$ cat config.mk
export PLATFORM = sky130hd
export DESIGN_NAME = acc_adc_unit
export DESIGN_NICKNAME = d
export VERILOG_FILES = /design/src/rtl/acc_adc_pkg.sv /design/src/rtl/acc_adc_ctrl.sv /design/src/rtl/acc_adc_alu.sv /design/src/rtl/acc_adc_flags.sv /design/src/rtl/acc_adc_unit.sv
export SDC_FILE = /design/constraint.sdc
export NUM_CORES = 1
export LEC_CHECK = 0
export BUFFER_PORTS_ARGS = -buffer_cell sky130_fd_sc_hd__buf_4
export CAP_MARGIN = 25
export CORE_MARGIN = 1
export CORE_UTILIZATION = 25
export CTS_CLUSTER_SIZE = 16
export DETAILED_ROUTE_END_ITERATION = 12
export PLACE_DENSITY = 0.43
export SLEW_MARGIN = 20
export SYNTH_ARGS = -nofsm -noshare
export SYNTH_HDL_FRONTEND = slang
export SYNTH_SLANG_ARGS = --single-unit
$ cat constraint.sdc
create_clock -name clk -period 13.2 [get_ports clk]
set_input_delay 0 -clock clk [delete_from_list [all_inputs] [get_ports clk]]
set_output_delay 0 -clock clk [all_outputs]
set_load 0.005 [all_outputs]
$ cat src/rtl/acc_adc_pkg.sv
package acc_adc_pkg;
  // Scaling mode code driven on scale_mode
  typedef enum logic [1:0] {
    SCL_NONE = 2'b00,
    SCL_DOWN = 2'b01,
    SCL_UP   = 2'b10,
    SCL_RSVD = 2'b11
  } scale_e;

  // Condition flag set kept by the unit
  typedef struct packed {
    logic l;
    logic e;
    logic u;
    logic n;
    logic z;
    logic v;
    logic c;
  } ccr_t;

  // Select-code fields: bit 0 picks the destination, bit 1 the source
  localparam int SEL_DST_BIT = 0;
  localparam int SEL_SRC_BIT = 1;
endpackage

$ cat src/rtl/acc_adc_ctrl.sv
module acc_adc_ctrl (
  input  logic clk,
  input  logic rst_n,
  input  logic start,
  output logic accept,
  output logic busy,
  output logic done
);
  // One cycle of capture, one cycle of writeback
  assign accept = start && !busy;

  always_ff @(posedge clk) begin
    if (!rst_n) begin
      busy <= 1'b0;
      done <= 1'b0;
    end else begin
      busy <= accept;
      done <= busy;
    end
  end
endmodule

$ cat src/rtl/acc_adc_alu.sv
module acc_adc_alu #(
  parameter int ACC_W = 56,
  parameter int SRC_W = 48
) (
  input  logic [ACC_W-1:0] dst,
  input  logic [SRC_W-1:0] src,
  input  logic             cin,
  output logic [ACC_W-1:0] sum,
  output logic             cout,
  output logic             ovf
);
  localparam int EXT_W = ACC_W - SRC_W;

  logic [ACC_W-1:0] src_ext;
  logic [ACC_W:0]   wide;

  generate
    if (EXT_W > 0) begin : g_ext
      assign src_ext = {{EXT_W{src[SRC_W-1]}}, src};
    end else begin : g_noext
      assign src_ext = src[ACC_W-1:0];
    end
  endgenerate

  assign wide = {1'b0, dst} + {1'b0, src_ext} + {{ACC_W{1'b0}}, cin};
  assign sum  = wide[ACC_W-1:0];
  assign cout = wide[ACC_W];
  // Signed overflow: like-signed operands give an unlike-signed sum
  assign ovf  = (dst[ACC_W-1] == src_ext[ACC_W-1]) &&
                (sum[ACC_W-1] != dst[ACC_W-1]);
endmodule

$ cat src/rtl/acc_adc_flags.sv
module acc_adc_flags
  import acc_adc_pkg::*;
#(
  parameter int ACC_W = 56,
  parameter int SRC_W = 48
) (
  input  logic [ACC_W-1:0] res,
  input  scale_e           scale,
  output logic             ext_used,
  output logic             unnorm,
  output logic             neg,
  output logic             zero
);
  // Window index 0: scale up, 1: none, 2: scale down
  localparam int NWIN = 3;

  logic [NWIN-1:0] e_win;
  logic [NWIN-1:0] u_win;

  generate
    for (genvar g = 0; g < NWIN; g++) begin : g_win
      localparam int LO = SRC_W - 2 + g;
      assign e_win[g] = !((&res[ACC_W-1:LO]) || !(|res[ACC_W-1:LO]));
      assign u_win[g] = (res[LO] == res[LO-1]);
    end
  endgenerate

  always_comb begin
    unique case (scale)
      SCL_UP:   begin ext_used = e_win[0]; unnorm = u_win[0]; end
      SCL_DOWN: begin ext_used = e_win[2]; unnorm = u_win[2]; end
      default:  begin ext_used = e_win[1]; unnorm = u_win[1]; end
    endcase
  end

  assign neg  = res[ACC_W-1];
  assign zero = (res == '0);
endmodule

$ cat src/rtl/acc_adc_unit.sv
module acc_adc_unit
  import acc_adc_pkg::*;
#(
  parameter int ACC_W = 56,
  parameter int SRC_W = 48
) (
  input  logic             clk,
  input  logic             rst_n,
  input  logic             start,
  input  logic [1:0]       op_sel,
  input  logic [SRC_W-1:0] x_word,
  input  logic [SRC_W-1:0] y_word,
  input  logic [1:0]       scale_mode,
  output logic [ACC_W-1:0] acc_a,
  output logic [ACC_W-1:0] acc_b,
  output logic             flag_l,
  output logic             flag_e,
  output logic             flag_u,
  output logic             flag_n,
  output logic             flag_z,
  output logic             flag_v,
  output logic             flag_c,
  output logic             done
);
  logic             accept;
  logic             busy;
  logic             dst_b_q;
  logic [SRC_W-1:0] src_q;
  scale_e           scale_q;
  ccr_t             ccr;
  ccr_t             ccr_nxt;
  logic [ACC_W-1:0] dst_val;
  logic [ACC_W-1:0] sum;
  logic             cout;
  logic             ovf;
  logic             e_w;
  logic             u_w;
  logic             n_w;
  logic             z_w;

  acc_adc_ctrl u_ctrl (
    .clk    (clk),
    .rst_n  (rst_n),
    .start  (start),
    .accept (accept),
    .busy   (busy),
    .done   (done)
  );

  // Operand capture on the accepting edge
  always_ff @(posedge clk) begin
    if (!rst_n) begin
      dst_b_q <= 1'b0;
      src_q   <= '0;
      scale_q <= SCL_NONE;
    end else if (accept) begin
      dst_b_q <= op_sel[SEL_DST_BIT];
      src_q   <= op_sel[SEL_SRC_BIT] ? y_word : x_word;
      scale_q <= scale_e'(scale_mode);
    end
  end

  assign dst_val = dst_b_q ? acc_b : acc_a;

  acc_adc_alu #(.ACC_W(ACC_W), .SRC_W(SRC_W)) u_alu (
    .dst  (dst_val),
    .src  (src_q),
    .cin  (ccr.c),
    .sum  (sum),
    .cout (cout),
    .ovf  (ovf)
  );

  acc_adc_flags #(.ACC_W(ACC_W), .SRC_W(SRC_W)) u_flags (
    .res      (sum),
    .scale    (scale_q),
    .ext_used (e_w),
    .unnorm   (u_w),
    .neg      (n_w),
    .zero     (z_w)
  );

  always_comb begin
    ccr_nxt   = ccr;
    ccr_nxt.c = cout;
    ccr_nxt.v = ovf;
    ccr_nxt.n = n_w;
    ccr_nxt.z = z_w;
    ccr_nxt.e = e_w;
    ccr_nxt.u = u_w;
    ccr_nxt.l = ccr.l | ovf;
  end

  // Writeback of result and flags together
  always_ff @(posedge clk) begin
    if (!rst_n) begin
      acc_a <= '0;
      acc_b <= '0;
      ccr   <= '0;
    end else if (busy) begin
      if (dst_b_q) acc_b <= sum;
      else         acc_a <= sum;
      ccr <= ccr_nxt;
    end
  end

  assign flag_l = ccr.l;
  assign flag_e = ccr.e;
  assign flag_u = ccr.u;
  assign flag_n = ccr.n;
  assign flag_z = ccr.z;
  assign flag_v = ccr.v;
  assign flag_c = ccr.c;
endmodule

=== Word-level counts from Yosys, hierarchy flattened ===
Cells that the tools add are included.

* Add/subtract/negate cells: 2
* Equality and inequality tests: 7
* Muxes and demuxes: 4
* Bitwise operators: 2
* Reduce and logical (&&, ||, !) cells: 21

{| class="wikitable"
|+ Operators with widths
! kind !! count
|-
| 56-bit by 56-bit adder with 57-bit output || 1
|-
| 57-bit by 1-bit adder with 57-bit output || 1
|-
| 56-bit zero test || 1
|-
| 56-bit 2-to-1 mux || 1
|-
| 48-bit 2-to-1 mux || 1
|-
| 10-bit AND reduction || 1
|-
| 10-bit OR reduction || 1
|-
| 9-bit AND reduction || 1
|-
| 9-bit OR reduction || 1
|-
| 8-bit AND reduction || 1
|-
| 8-bit OR reduction || 1
|-
| 1-bit zero test || 7
|-
| 1-bit == test || 4
|-
| 1-bit one-hot mux with 2 select lines || 2
|-
| 2-bit AND reduction || 2
|-
| 1-bit logical OR || 3
|-
| 2-bit by 1-bit == test with 1-bit output (second input constant) || 1
|-
| 2-bit == test (second input constant) || 1
|-
| 1-bit logical AND || 2
|-
| 1-bit inequality test || 1
|-
| 1-bit inverter || 1
|-
| 1-bit bitwise OR || 1
|}

* Register bits: 172
* Output and inout bits: 120
* Logic and storage cells: 50

=== Depth between registers and ports, before layout ===
* Word-level depth: 8
* Depth in mapped cells: 18
* Mapped depth without buffers: 15

=== By module ===
Synthesis repeated with hierarchy kept, for this count alone.

* Cell total of the unflattened synthesis: 1316
* Area, all modules: 10832.9 um^2

{| class="wikitable"
|+ Modules (own cells, without submodules)
! module !! instances !! cells an instance !! area an instance (um^2) !! sequential area each (um^2)
|-
| acc_adc_unit || 1 || 798 || 7243.2 || 3403.3
|-
| acc_adc_alu || 1 || 475 || 3259.4 || 0.0
|-
| acc_adc_flags || 1 || 38 || 264.0 || 0.0
|-
| acc_adc_ctrl || 1 || 5 || 66.3 || 40.0
|}

=== Worst setup path before layout ===
No wires, ideal clock.

* Kind: register to register
* From: register dst_b_q
* To: register ccr, in the netlist flag_e
* Arrival time: 4334 ps
* Required time: 13079 ps
* Setup slack: 8745 ps
* Stages on the path, launching flop included: 19
* Buffers on the path: 5
* Clock period less this slack: 4455 ps
* Cell sequence: dfxtp_1 > clkbuf_1 > clkbuf_1 > buf_1 > mux2_2 > ha_1 > buf_6 > and3_4 > buf_6 > a41o_1 > a21o_1 > a2111o_1 > a2111oi_2 > nor4b_2 > nor4_2 > nand4_1 > nor3b_2 > mux2_2 > o31ai_1

* Longest elaborated chain between the ends: 8
* Elaborated cells between the ends (all ways): 19
* Classes of those cells: add/sub: 2; mux: 2; reduce/logical: 15

{| class="wikitable"
|+ Ends and longest elaborated chain
! item !! RTL line !! text
|-
| from (decl) || acc_adc_unit.sv:27 || <nowiki>logic dst_b_q;</nowiki>
|-
| from (signal assigned) || acc_adc_unit.sv:57 || <nowiki>dst_b_q <= op_sel[SEL_DST_BIT];</nowiki>
|-
| 56-bit 2-to-1 mux (*) || acc_adc_unit.sv:63 || <nowiki>assign dst_val = dst_b_q ? acc_b : acc_a;</nowiki>
|-
| 56-bit by 56-bit adder with 57-bit output (*) || acc_adc_alu.sv:25 || <nowiki>assign wide = {1'b0, dst} + {1'b0, src_ext} + {{ACC_W{1'b0}}, cin};</nowiki>
|-
| 57-bit by 1-bit adder with 57-bit output (*) || acc_adc_alu.sv:25 ||
|-
| 10-bit OR reduction (tied with other cells) || acc_adc_flags.sv:23 || <nowiki>assign e_win[g] = !((&res[ACC_W-1:LO]) || !(|res[ACC_W-1:LO]));</nowiki>
|-
| 1-bit zero test || acc_adc_flags.sv:23 ||
|-
| 1-bit logical OR || acc_adc_flags.sv:23 ||
|-
| 1-bit zero test || acc_adc_flags.sv:23 ||
|-
| 1-bit one-hot mux with 2 select lines (*) || acc_adc_flags.sv:29 || <nowiki>unique case (scale)</nowiki>
|-
| to (signal assigned) || acc_adc_unit.sv:103 || <nowiki>ccr <= ccr_nxt;</nowiki>
|-
| to (decl) || acc_adc_unit.sv:30 || <nowiki>ccr_t ccr;</nowiki>
|}

Every way passes the cells marked *; elsewhere a longest branch is shown, timed or not.
A chain may end at the register's enable or synchronous reset.

=== Worst setup path after layout ===
Ends and elaborated chain as after synthesis.

==> metrics.txt <==
status=finished, final reports clean; via/cell ratio=4.92; FF-to-FF Start=dst_b_q$_SDFFE_PN0P_; # hold bufs at CTS=99; RSZ-0062 raised after global routing=false; ys flop type=dfxtp_1; layout cell share with drive strength beyond 1=20.6%; Post-Route Skew=0.0175 ns; gr ovfl total=0; total power=1.37 mW; CP required=13.54 ns; first-pass GRT wire length=66,500 um; Final HPWL DP=33,000 um; fin crit period=5.66 ns; commonest cells after routing, fill and taps aside=nand2_1, buf_4, dfxtp_1, dlygate4sd3_1, o21ai_0; crit path DAT=6.00 ns; Overall Global Routing Usage=18.5%; Slew Limit Fails=0; First-pass DRT Iterations=8; Slew HR=39.4%; GPL Wtd Cong=0.894; adder-cell share of the synthesized area=6.59%; worst-margin pin slew=0.908 ns; Resize count post-CTS=0; Syn Inst Count=1,406; Yosys warnings=0; post-DR wirelength/cell=19.1 um; Die X=216 um; startpoint type of the worst setup path=register; vias in the first global route=11,000; EDFF count, synth=0; f_max=177 MHz; drt drc=0; hold_sp=rst_n; floorplan row count=77; max_cap viols=0; Crit Path Class=reg2reg; mux contribution to synthesized area=10.1%; DR iter-0 viols=623; PD cells=90.8 nW/um^2; leak pwr=6.78 nW; Final #Nets=1,826; die area=46,600 um^2; CTS tree=built; total CTS buffers=17; H-tree Lvls=4; largest net degree at the start of global routing=80; clk root buf=clkbuf_16; Die Height=216 um; post-synthesis sequential area ratio=30.1%; Worst VDD drop=0.0000649 V; period utilization=42.9%; clock-pin slew on the worst setup and hold paths=0.07 ns; initial antenna violation count=0; average footprint of a synthesized cell=8.13 um^2; worst min path class=in2reg; I/O pin count=223; flops & latches, synth=172; setup ws final=7.54 ns; final-report hold violation count=0; worst hold slack=0.0382 ns; worst setup path start=dst_b_q$_SDFFE_PN0P_; Setup crit end kind=register; Place WS=7.65 ns; Syn Std Cell Area=11,400 um^2; Initial Util=25.6%; Synth Area in Simple Gates=20.8%; Setup Viol. Count Final=0; largest family of logic cells by synthesized area=compound AO/OA/AOI/OAI gates; vias=11,200; post-CTS setup buffer count=0; Synth Area in Compound Gates=24.9%; # port buffers=222; worst-path maximum fanout=41; syn_nets=1,568; Netlist cell types=77; Post-Synth XOR/XNOR Area=3.59%; P&R area growth vs syn=32.2%; Core ar.=44,700 um^2; Post-synth ARST share=0%; antenna violation net count after detailed routing=0; Fin Setup TNS=0 ns; ANT cells=0; commonest non-fill, non-tap cell in the layout=nand2_1; maximum clock path buffer count=2; total detailed-routing wirelength=43,400 um; CTS Sinks=172; Worst-Skew Late Latency=0.46 ns
## layout make-up
| class | instances | area, um^2 |
|---|---|---|
| Clock buffer | 19 | 433 |
| Inverter | 21 | 78.8 |
| Fill cell | 4719 | 29600 |
| Timing Repair Buffer | 328 | 2720 |
| Sequential cell | 172 | 3440 |
| Tap cell | 592 | 741 |
| Multi-Input combinational cell | 1124 | 7550 |
| Clock inverter | 13 | 143 |
## cell usage after synthesis, drive strengths merged, types with 9 or more instances
cell type,count,share of area [%]
nand3,12,0.57
mux2,55,5.4
o211a,59,5.2
o21a,13,0.85
o21bai,9,0.59
clkbuf,71,2.4
a21boi,51,3.3
a21o,16,1.1
nor2,40,1.3
mux2i,53,4.6
o21ai,100,4.4
xor2,11,0.84
xnor2,35,2.7
nor3,12,0.53
a21oi,80,3.5
ha,57,6.2
o211ai,10,0.70
nand2,286,9.4
inv,21,0.69
dfxtp,172,30
and2,65,3.6
buf,18,0.89
a211oi,13,0.85
nand4,27,1.5
nor4,12,0.77
## power breakdown
part	internal, mW	switching, mW	total [mW]
sequential	0.541	0.0236	0.565
clock	0.280	0.234	0.515
combinational	0.136	0.157	0.293
total	0.957	0.415	1.37
## logic make-up (layout without fill, tap and decap cells)
logic type      count (synthesis)  after routing
compound gates                406            406
xor+xnor                       46             46
fa+ha+maj                      59             59
buf+inv                       110            381
flops                         172            172
mux                           108            108
simple gates                  505            505
## worst max-delay path: stages, from the launching register on
cell and delay, ns:
dfxtp_2 0.68, buf_4 0.66, mux2_2 0.42, ha_1 0.38, a21oi_1 0.23, o21ai_0 0.18
a2111oi_1 0.78, o31ai_1 0.24, a22o_1 0.24, a211oi_1 0.69, nand4_1 0.16, nor4_1 0.31
nor3b_1 0.28, mux2_2 0.19, o31ai_1 0.06
## worst paths after layout
kind | end | slack [ns] | cells after the start
setup / recovery | flag_e$_SDFFE_PN0P_ | 7.54 | 14
hold / removal | flag_l$_SDFFE_PN0P_ | 0.04 | 2
setup reg to reg | flag_e$_SDFFE_PN0P_ | 7.54 | 14
hold reg to reg | flag_l$_SDFFE_PN0P_ | 0.47 | 1
## per-layer routing
metal  GRT usage [%]  routed length, um  up-vias
met2            30.3              20100      260
met5               0                  0        -
met4            3.76                479        0
met3            2.96               1560       33
li1                -                  -     5577
met1            25.5              21200     5296
## registers in the layout, summed over array words and instances (netlist names), 2 cells and up
signal and cells:
acc_b 56, scale_q 2, acc_a 56, src_q 48
## per-stage QoR
stage               std cells  utilization, %  cell area [um^2]
floorplan                1406               -             11400
global placement         2137            30.3             13500
detailed placement       2138            30.3             13500
CTS                      2269            33.8             15100
global route             2269            33.8             15100
finish                   2269            33.8             15100
Power figures use the tool's default switching activity.
